File: config.mk
export PLATFORM = sky130hd
export DESIGN_NAME = cfg_lock_key_reg
export DESIGN_NICKNAME = d
export VERILOG_FILES = /design/src/rtl/cfglk_pkg.sv /design/src/rtl/cfglk_field_bank.sv /design/src/rtl/cfglk_lock_bits.sv /design/src/rtl/cfglk_key_seq.sv /design/src/rtl/cfg_lock_key_reg.sv
export SDC_FILE = /design/constraint.sdc
export NUM_CORES = 1
export LEC_CHECK = 0
export ABC_AREA = 0
export ABC_CLOCK_PERIOD_IN_PS = 4300
export BUFFER_PORTS_ARGS = -buffer_cell sky130_fd_sc_hd__buf_2
export CORE_UTILIZATION = 37
export DETAILED_ROUTE_END_ITERATION = 7
export GPL_ROUTABILITY_DRIVEN = 0
export SETUP_SLACK_MARGIN = 0.05
export SLEW_MARGIN = 20
export SYNTH_ARGS = -nofsm -noshare
export SYNTH_HDL_FRONTEND = slang
export SYNTH_SLANG_ARGS = --single-unit
export TNS_END_PERCENT = 20
File: constraint.sdc
create_clock -name clk -period 4.3 [get_ports clk]
set_input_delay 0.86 -clock clk [delete_from_list [all_inputs] [get_ports clk]]
set_output_delay 0.86 -clock clk [all_outputs]
set_load 0.005 [all_outputs]
File: src/rtl/cfglk_pkg.sv
package cfglk_pkg;
   localparam int BUS_W   = 32;
   localparam int KEY_POS = 16;

   localparam int ADR_MODE  = 0;
   localparam int ADR_OTYPE = 1;
   localparam int ADR_SPEED = 2;
   localparam int ADR_PULL  = 3;
   localparam int ADR_AF    = 4;
   localparam int ADR_LOCK  = 6;

   localparam int W_MODE  = 2;
   localparam int W_OTYPE = 1;
   localparam int W_SPEED = 2;
   localparam int W_PULL  = 2;
   localparam int W_AF    = 4;

   typedef enum logic [1:0] {
      SEQ_IDLE  = 2'd0,
      SEQ_HAVE1 = 2'd1,
      SEQ_HAVE0 = 2'd2
   } seq_e;
endpackage

File: src/rtl/cfglk_field_bank.sv
module cfglk_field_bank
   import cfglk_pkg::*;
#(
   parameter int NPIN   = 16,
   parameter int FW     = 2,
   parameter int BASE   = 0,
   parameter int ADDR_W = 3
) (
   input  logic              clk,
   input  logic              rst_n,
   input  logic              wr_i,
   input  logic [ADDR_W-1:0] addr_i,
   input  logic [3:0]        be_i,
   input  logic [BUS_W-1:0]  wdata_i,
   input  logic [NPIN-1:0]   freeze_i,
   output logic [BUS_W-1:0]  rdata_o
);
   localparam int PER_REG = BUS_W / FW;

   generate
      if (FW < 1 || FW > 8 || (8 % FW) != 0) begin : g_bad_fw
         $error("cfglk_field_bank: field width must divide a byte");
      end
   endgenerate

   logic [NPIN*FW-1:0] flat_q;

   for (genvar p = 0; p < NPIN; p++) begin : g_pin
      localparam int OFS = (p % PER_REG) * FW;
      localparam logic [ADDR_W-1:0] ADR = ADDR_W'(BASE + p / PER_REG);
      logic          we;
      logic [FW-1:0] q;

      assign we = wr_i && (addr_i == ADR) && be_i[OFS/8] && !freeze_i[p];

      always_ff @(posedge clk or negedge rst_n) begin
         if (!rst_n)  q <= '0;
         else if (we) q <= wdata_i[OFS +: FW];
      end

      assign flat_q[p*FW +: FW] = q;
   end

   always_comb begin
      rdata_o = '0;
      for (int p = 0; p < NPIN; p++) begin
         if (addr_i == ADDR_W'(BASE + p / PER_REG))
            rdata_o[(p % PER_REG)*FW +: FW] = flat_q[p*FW +: FW];
      end
   end

   logic unused_wdata;
   assign unused_wdata = ^wdata_i;
endmodule

File: src/rtl/cfglk_lock_bits.sv
module cfglk_lock_bits #(
   parameter int NPIN = 16
) (
   input  logic            clk,
   input  logic            rst_n,
   input  logic            we_i,
   input  logic [1:0]      be_i,
   input  logic [NPIN-1:0] data_i,
   output logic [NPIN-1:0] q_o
);
   always_ff @(posedge clk or negedge rst_n) begin
      if (!rst_n) begin
         q_o <= '0;
      end else if (we_i) begin
         for (int p = 0; p < NPIN; p++)
            if (be_i[p/8]) q_o[p] <= data_i[p];
      end
   end
endmodule

File: src/rtl/cfglk_key_seq.sv
module cfglk_key_seq
   import cfglk_pkg::*;
(
   input  logic clk,
   input  logic rst_n,
   input  logic wr_i,
   input  logic lock_hit_i,
   input  logic full_i,
   input  logic key_bit_i,
   input  logic same_i,
   output logic key_o
);
   seq_e st_q, st_d;
   logic set_d;

   always_comb begin
      st_d  = st_q;
      set_d = 1'b0;
      if (wr_i) begin
         if (key_o || !lock_hit_i || !full_i) begin
            st_d = SEQ_IDLE;
         end else begin
            unique case (st_q)
               SEQ_HAVE1: begin
                  if (!key_bit_i && same_i) st_d = SEQ_HAVE0;
                  else                      st_d = key_bit_i ? SEQ_HAVE1 : SEQ_IDLE;
               end
               SEQ_HAVE0: begin
                  if (key_bit_i && same_i) begin
                     set_d = 1'b1;
                     st_d  = SEQ_IDLE;
                  end else begin
                     st_d = key_bit_i ? SEQ_HAVE1 : SEQ_IDLE;
                  end
               end
               default: st_d = key_bit_i ? SEQ_HAVE1 : SEQ_IDLE;
            endcase
         end
      end
   end

   always_ff @(posedge clk or negedge rst_n) begin
      if (!rst_n) begin
         st_q  <= SEQ_IDLE;
         key_o <= 1'b0;
      end else begin
         st_q <= st_d;
         if (set_d) key_o <= 1'b1;
      end
   end
endmodule

File: src/rtl/cfg_lock_key_reg.sv
module cfg_lock_key_reg
   import cfglk_pkg::*;
#(
   parameter int NPIN   = 16,
   parameter int ADDR_W = 3
) (
   input  logic              clk,
   input  logic              rst_n,
   input  logic              bus_wr,
   input  logic [ADDR_W-1:0] bus_addr,
   input  logic [3:0]        bus_be,
   input  logic [31:0]       bus_wdata,
   output logic [31:0]       bus_rdata,
   output logic [NPIN-1:0]   freeze_mask,
   output logic              lock_active
);
   localparam logic [ADDR_W-1:0] LOCK_A = ADDR_W'(ADR_LOCK);

   generate
      if (NPIN < 1 || NPIN > KEY_POS) begin : g_bad_npin
         $error("cfg_lock_key_reg: NPIN must be 1..16");
      end
      if (ADDR_W < 3) begin : g_bad_addr
         $error("cfg_lock_key_reg: ADDR_W too small for the map");
      end
   endgenerate

   logic            lock_hit, full_wr, same_mask, lock_we;
   logic [NPIN-1:0] lock_q;

   assign lock_hit  = (bus_addr == LOCK_A);
   assign full_wr   = &bus_be;
   assign same_mask = (bus_wdata[NPIN-1:0] == lock_q);
   assign lock_we   = bus_wr && lock_hit && !lock_active;

   cfglk_lock_bits #(.NPIN(NPIN)) u_bits (
      .clk   (clk),
      .rst_n (rst_n),
      .we_i  (lock_we),
      .be_i  (bus_be[1:0]),
      .data_i(bus_wdata[NPIN-1:0]),
      .q_o   (lock_q)
   );

   cfglk_key_seq u_seq (
      .clk       (clk),
      .rst_n     (rst_n),
      .wr_i      (bus_wr),
      .lock_hit_i(lock_hit),
      .full_i    (full_wr),
      .key_bit_i (bus_wdata[KEY_POS]),
      .same_i    (same_mask),
      .key_o     (lock_active)
   );

   assign freeze_mask = lock_active ? lock_q : '0;

   logic [BUS_W-1:0] r_mode, r_otype, r_speed, r_pull, r_af, r_lock;

   cfglk_field_bank #(.NPIN(NPIN), .FW(W_MODE), .BASE(ADR_MODE), .ADDR_W(ADDR_W)) u_mode (
      .clk(clk), .rst_n(rst_n), .wr_i(bus_wr), .addr_i(bus_addr), .be_i(bus_be),
      .wdata_i(bus_wdata), .freeze_i(freeze_mask), .rdata_o(r_mode));
   cfglk_field_bank #(.NPIN(NPIN), .FW(W_OTYPE), .BASE(ADR_OTYPE), .ADDR_W(ADDR_W)) u_otype (
      .clk(clk), .rst_n(rst_n), .wr_i(bus_wr), .addr_i(bus_addr), .be_i(bus_be),
      .wdata_i(bus_wdata), .freeze_i(freeze_mask), .rdata_o(r_otype));
   cfglk_field_bank #(.NPIN(NPIN), .FW(W_SPEED), .BASE(ADR_SPEED), .ADDR_W(ADDR_W)) u_speed (
      .clk(clk), .rst_n(rst_n), .wr_i(bus_wr), .addr_i(bus_addr), .be_i(bus_be),
      .wdata_i(bus_wdata), .freeze_i(freeze_mask), .rdata_o(r_speed));
   cfglk_field_bank #(.NPIN(NPIN), .FW(W_PULL), .BASE(ADR_PULL), .ADDR_W(ADDR_W)) u_pull (
      .clk(clk), .rst_n(rst_n), .wr_i(bus_wr), .addr_i(bus_addr), .be_i(bus_be),
      .wdata_i(bus_wdata), .freeze_i(freeze_mask), .rdata_o(r_pull));
   cfglk_field_bank #(.NPIN(NPIN), .FW(W_AF), .BASE(ADR_AF), .ADDR_W(ADDR_W)) u_af (
      .clk(clk), .rst_n(rst_n), .wr_i(bus_wr), .addr_i(bus_addr), .be_i(bus_be),
      .wdata_i(bus_wdata), .freeze_i(freeze_mask), .rdata_o(r_af));

   always_comb begin
      r_lock = '0;
      if (lock_hit) begin
         r_lock[KEY_POS]  = lock_active;
         r_lock[NPIN-1:0] = lock_q;
      end
   end

   assign bus_rdata = r_mode | r_otype | r_speed | r_pull | r_af | r_lock;
endmodule

Yosys cells after proc, flatten, opt, wreduce, memory -nomap -nowiden:

Index checks and enable logic that the tools add are counted.

* output and inout port bits: 49
* logic and storage cells: 327
* bits of input ports: 42
* register bits: 195

* bitwise operators: 5
* multiplexer cells: 91
* eq/ne operators: 9
* reductions and logical operators: 138

Operators by type and width (number)
* logical AND 1 bit: 112
* two-way mux 2 bit: 51
* OR 32 bit: 3
* two-way mux 4 bit: 16
* OR 32 x 16 -> 32 bit: 1
* OR 32 x 17 -> 32 bit: 1
* two-way mux 1 bit: 21
* zero test 1 bit: 20
* two-way mux 17 bit: 1
* == test 16 bit: 1
* two-way mux 16 bit: 1
* == test 3 bit (second input constant): 3
* == test 3 x 2 -> 1 bit (second input constant): 2
* one-hot mux 2 bit (2 select lines): 1
* AND reduction 2 bit: 2
* AND reduction 4 bit: 1
* == test 3 x 1 -> 1 bit (second input constant): 1
* zero test 3 bit: 1
* == test 2 x 1 -> 1 bit (second input constant): 1
* == test 2 bit (second input constant): 1
* logical OR 1 bit: 2

Depth between registers and ports, before layout:

* depth after elaboration: 7
* gate-level depth with buffers: 7
* mapped depth without buffers: 5

Hierarchy:

A second synthesis with hierarchy kept.

* cells, all modules: 808
* area, all modules: 10146.0 um^2

By module, submodules not included
* cfglk_field_bank at u_af: times used 1, area an instance 2864.0 um^2, cells each 191, sequential area each 1601.5 um^2
* cfglk_field_bank at u_pull: times used 1, area an instance 1616.6 um^2, cells each 119, sequential area each 800.8 um^2
* cfglk_field_bank at u_speed: times used 1, area an instance 1601.5 um^2, cells each 119, sequential area each 800.8 um^2
* cfglk_field_bank at u_mode: times used 1, area an instance 1540.2 um^2, cells each 118, sequential area each 800.8 um^2
* cfglk_field_bank at u_otype: times used 1, area an instance 988.4 um^2, cells each 88, sequential area each 400.4 um^2
* cfg_lock_key_reg: times used 1, area an instance 772.0 um^2, cells each 122, sequential area each 0.0 um^2
* cfglk_lock_bits: times used 1, area an instance 593.1 um^2, cells each 34, sequential area each 400.4 um^2
* cfglk_key_seq: times used 1, area an instance 170.2 um^2, cells each 17, sequential area each 75.1 um^2

Worst setup path after synthesis:

Ideal clock, no wire load.

* kind: input-to-output
* start: input bus_addr[1]
* end: output bus_rdata[15]
* data required time: 3.440 ns
* cell stages on the path: 6
* buffers on the path: 3
* data arrival time: 2.010 ns
* setup slack: 1.430 ns
* cell sequence: buf_4 > buf_4 > buf_2 > nor2b_1 > a221oi_1 > o21ai_0

* cells in the longest elaborated chain, start to end: 7
* elaborated cells between the ends (all ways): 19
* those cells by class: 6 x eq/ne; 7 x mux; 5 x bitwise; 1 x reduce/logical

RTL lines
* start, declared: RTL line cfg_lock_key_reg.sv:10 `input logic [ADDR_W-1:0] bus_addr,`
* == test 3 x 1 -> 1 bit or zero test 3 bit (tied branches): RTL line cfglk_field_bank.sv:47 `if (addr_i == ADDR_W'(BASE + p / PER_REG))`
* two-way mux 1 bit or two-way mux 2 bit (tied branches): RTL line cfglk_field_bank.sv:47
* OR 32 x 16 -> 32 bit: RTL line cfg_lock_key_reg.sv:84 `assign bus_rdata = r_mode | r_otype | r_speed | r_pull | r_af | r_lock;`
* OR 32 bit (3 in a row): RTL line cfg_lock_key_reg.sv:84
* OR 32 x 17 -> 32 bit (*): RTL line cfg_lock_key_reg.sv:84
* end, declared: RTL line cfg_lock_key_reg.sv:13 `output logic [31:0] bus_rdata,`

Mark *: on every way between the ends. The rest lies on a longest branch, timed or not.

Worst setup path in the final report:

* start: input bus_addr[2]
* end: output bus_rdata[13]

The elaborated chain is that of the path after synthesis.

==> impl_metrics.env <==
export IMPL_synth_async_sr_flop_share_pct=100
export IMPL_finalCritPeriodShare_pct=86.2
export IMPL_cts_root_buf="clkbuf_16"
export IMPL_path_buf_inv=2
export IMPL_first_iter_violations=357
export IMPL_place_ws_ns=0.675
export IMPL_die_h_um=163
export IMPL_finalWirelength_um=25700
export IMPL_clk_path_buf_depth=2
export IMPL_final_cells=1224
export IMPL_htreeDepth=4
export IMPL_p_leak_nw=4.99
export IMPL_crit_path_end_kind="output port"
export IMPL_synth_area_top_cells="dfrtp_1 51%, mux2_2 23%, mux2i_1 3.8%"
export IMPL_postCtsSetupBuffers=0
export IMPL_die_area_mm2=0.0264
export IMPL_worstSetupStartpointType="input port"
export IMPL_antenna_found_initial=0
export IMPL_layout_drive_gt1_share_pct=39.9
export IMPL_clk_latency_ns=0.44
export IMPL_die_width_um=163
export IMPL_ys_flop_type="dfrtp_1"
export IMPL_areaGrowthSynthToFinish_pct=15.2
export IMPL_cp_arrival_ns=2.84
export IMPL_drtPass1Iterations=5
export IMPL_hold_violations=0
export IMPL_grt_pass1_wl_um=40300
export IMPL_irDropWorstVdd_uv=223
export IMPL_worst_path_max_fanout=23
export IMPL_grt_setup_unrepaired="false"
export IMPL_syn_area_mm2=0.00954
export IMPL_start_util_pct=37.8
export IMPL_num_vias=6607
export IMPL_coreArea_mm2=0.0253
export IMPL_fmax_ghz=0.270
export IMPL_max_slew_margin_pct=22.8
export IMPL_hold_path_class="in -> async"
export IMPL_numPortBuffers=90
export IMPL_synth_cell_types=46
export IMPL_yosysWarnings=0
export IMPL_insertedDiodeCount=0
export IMPL_ys_seq_area_share_pct=51.1
export IMPL_worst_pin_slew_ns=1.15
export IMPL_finalSetupTns_ns=0
export IMPL_nets=925
export IMPL_max_stage_delay_ns=0.90
export IMPL_avgSynthCellArea_um2=12.1
export IMPL_cts_tree="yes"
export IMPL_path_class="in -> out"
export IMPL_gr_total_overflow=0
export IMPL_report_final_slew_viol_count=0
export IMPL_finish_utilization_pct=43.5
export IMPL_dp_cells=1192
export IMPL_synth_most_common_cell="mux2_2"
export IMPL_crit_required_ns=3.44
export IMPL_worstPathCellList="buf_2 > and3b_1 > a22o_1 > nor2_1 > o21ai_0 > buf_2"
export IMPL_std_cell_rows=58
export IMPL_clock_sinks=195
export IMPL_routedWlPerCell_um=21.0
export IMPL_drc_errors=0
export IMPL_netlist_top_cells_count="196 x mux2_2, 195 x dfrtp_1, 87 x nand2_1"
export IMPL_cts_buffers=17
export IMPL_cts_hold_fix_buffers=0
export IMPL_synth_cells=788
export IMPL_min_period_ns=3.70
export IMPL_fin_skew_ns=0.0156
export IMPL_powerDensity_mw_per_mm2=455
export IMPL_synth_top_area_share_pct=51.1
export IMPL_ys_ff_latch=195
export IMPL_critical_path_most_common_cell="buf_2"
export IMPL_finalSetupViolations=0
export IMPL_grt_total_usage_pct=20.3
export IMPL_synth_top_cell_by_area="dfrtp_1"
export IMPL_viasPerCell=5.40
export IMPL_path_clk_slew_ns=0.08
export IMPL_grt_max_degree=91
export IMPL_cap_violations=0
export IMPL_hpwlAfterDp_um=18200
export IMPL_ant_nets=0
export IMPL_crit_slowest_cell="and3b_1"
export IMPL_critical_path_top_delay_family="simple AND/OR/NAND/NOR gates"
export IMPL_synth_edf_count=0
export IMPL_top_level_ports=91
export IMPL_grt_pass1_vias=6748
export IMPL_syn_nets=832
export IMPL_run_status="completed"
export IMPL_setup_slack_ns=0.595
export IMPL_cts_resized=0
-- final timing paths --
check                      depth (start not counted)                                 to  slack (ns)                              from
max                                                6                      bus_rdata[13]        0.60                       bus_addr[2]
min                                                1  u_speed.g_pin[0].q[0]$_DFFE_PN0P_        0.49                             rst_n
max reg2reg                                        5    u_af.g_pin[15].q[2]$_DFFE_PN0P_        2.19           u_seq.key_o$_DFFE_PN0P_
min reg2reg                                        1   u_mode.g_pin[3].q[0]$_DFFE_PN0P_        0.50  u_mode.g_pin[3].q[0]$_DFFE_PN0P_
max in group asynchronous                          2          u_bits.q_o[7]$_DFFE_PN0P_        2.82                             rst_n
min in group clk                                   1   u_mode.g_pin[3].q[0]$_DFFE_PN0P_        0.50  u_mode.g_pin[3].q[0]$_DFFE_PN0P_
-- cell type report --
type / instances / area (um^2)
inverter: 19 / 71.3
clock buffer: 17 / 425
sequential: 195 / 4880
tap: 330 / 413
fill: 2470 / 14300
multi-input combinational: 540 / 4430
clock inverter: 15 / 169
timing repair buffer: 108 / 607
-- worst reg2reg max path, delay by kind of cell, from the launching register on --
family                 cells  cell delay, ns
buffers and inverters      2            0.43
muxes                      1            0.40
and+or+nand+nor            2            0.65
DFF                        1            0.54
-- registers in the layout, summed over array words and instances (netlist names) --
register	cells
u_seq.st_q	2
u_seq.key_o	1
u_bits.q_o	16
u_af.g_pin.q	64
u_mode.g_pin.q	32
u_otype.g_pin.q	16
u_pull.g_pin.q	32
u_speed.g_pin.q	32
-- routing by layer --
metal	vias to the layer above	global-route usage, %	routed length (um)	share of wire (%)
met2	129	32.3	12100	47
met3	22	3.34	903	3.5
met1	3417	28.6	12300	48
met5	-	0	0	0
met4	0	5.86	397	1.5
li1	3039	-	-	-
-- placed cells by master (no fill, tap or decap), types with 2 or more instances in the layout --
| cell type | n |
|---|---|
| a21oi_1 | 23 |
| a221o_1 | 7 |
| a22o_1 | 14 |
| a22oi_1 | 18 |
| a41o_1 | 2 |
| and3_1 | 3 |
| and3b_1 | 3 |
| buf_2 | 89 |
| buf_4 | 17 |
| clkbuf_16 | 17 |
| clkinv_4 | 3 |
| clkinv_8 | 5 |
| dfrtp_1 | 195 |
| ha_1 | 2 |
| inv_1 | 19 |
| inv_6 | 3 |
| inv_8 | 2 |
| mux2_1 | 4 |
| mux2_2 | 196 |
| mux2i_1 | 36 |
| nand2_1 | 87 |
| nand3_1 | 9 |
| nand4_1 | 6 |
| nor2_1 | 46 |
| nor2b_1 | 4 |
| nor3_1 | 3 |
| nor3_2 | 9 |
| nor3_4 | 5 |
| nor4_1 | 2 |
| o21ai_0 | 17 |
| o221ai_1 | 3 |
| o22ai_1 | 10 |
| xnor2_1 | 16 |
-- stage by stage --
| stage | power (mW) | hold WS, ns | area (um^2) |
|---|---|---|---|
| floorplan | 3.11 | 0.457 | 9540 |
| global placement | 3.43 | 0.479 | 10400 |
| detailed placement | 3.46 | 0.485 | 10400 |
| CTS | 5.04 | 0.501 | 11000 |
| global route | 5.25 | 0.514 | 11000 |
| finish | 5.00 | 0.492 | 11000 |
-- where the power goes --
part           leakage (nW)  switching (mW)  internal [mW]
clock                 0.286           0.797          0.780
sequential             2.40           0.243           2.25
combinational          2.31           0.401          0.527
total                  4.99            1.44           3.56
-- kinds of logic after synthesis --
| group | after synthesis | synth area share [%] |
|---|---|---|
| AO/OA/AOI/OAI | 99 | 7.08 |
| AND/OR/NAND/NOR | 186 | 9.91 |
| adder cells (fa/ha/maj) | 2 | 0.262 |
| XOR/XNOR | 16 | 1.47 |
| buffers and inverters | 53 | 2.54 |
| flip-flops | 195 | 51.1 |
| multiplexers | 237 | 27.6 |
Power figures use the tool's default switching activity.
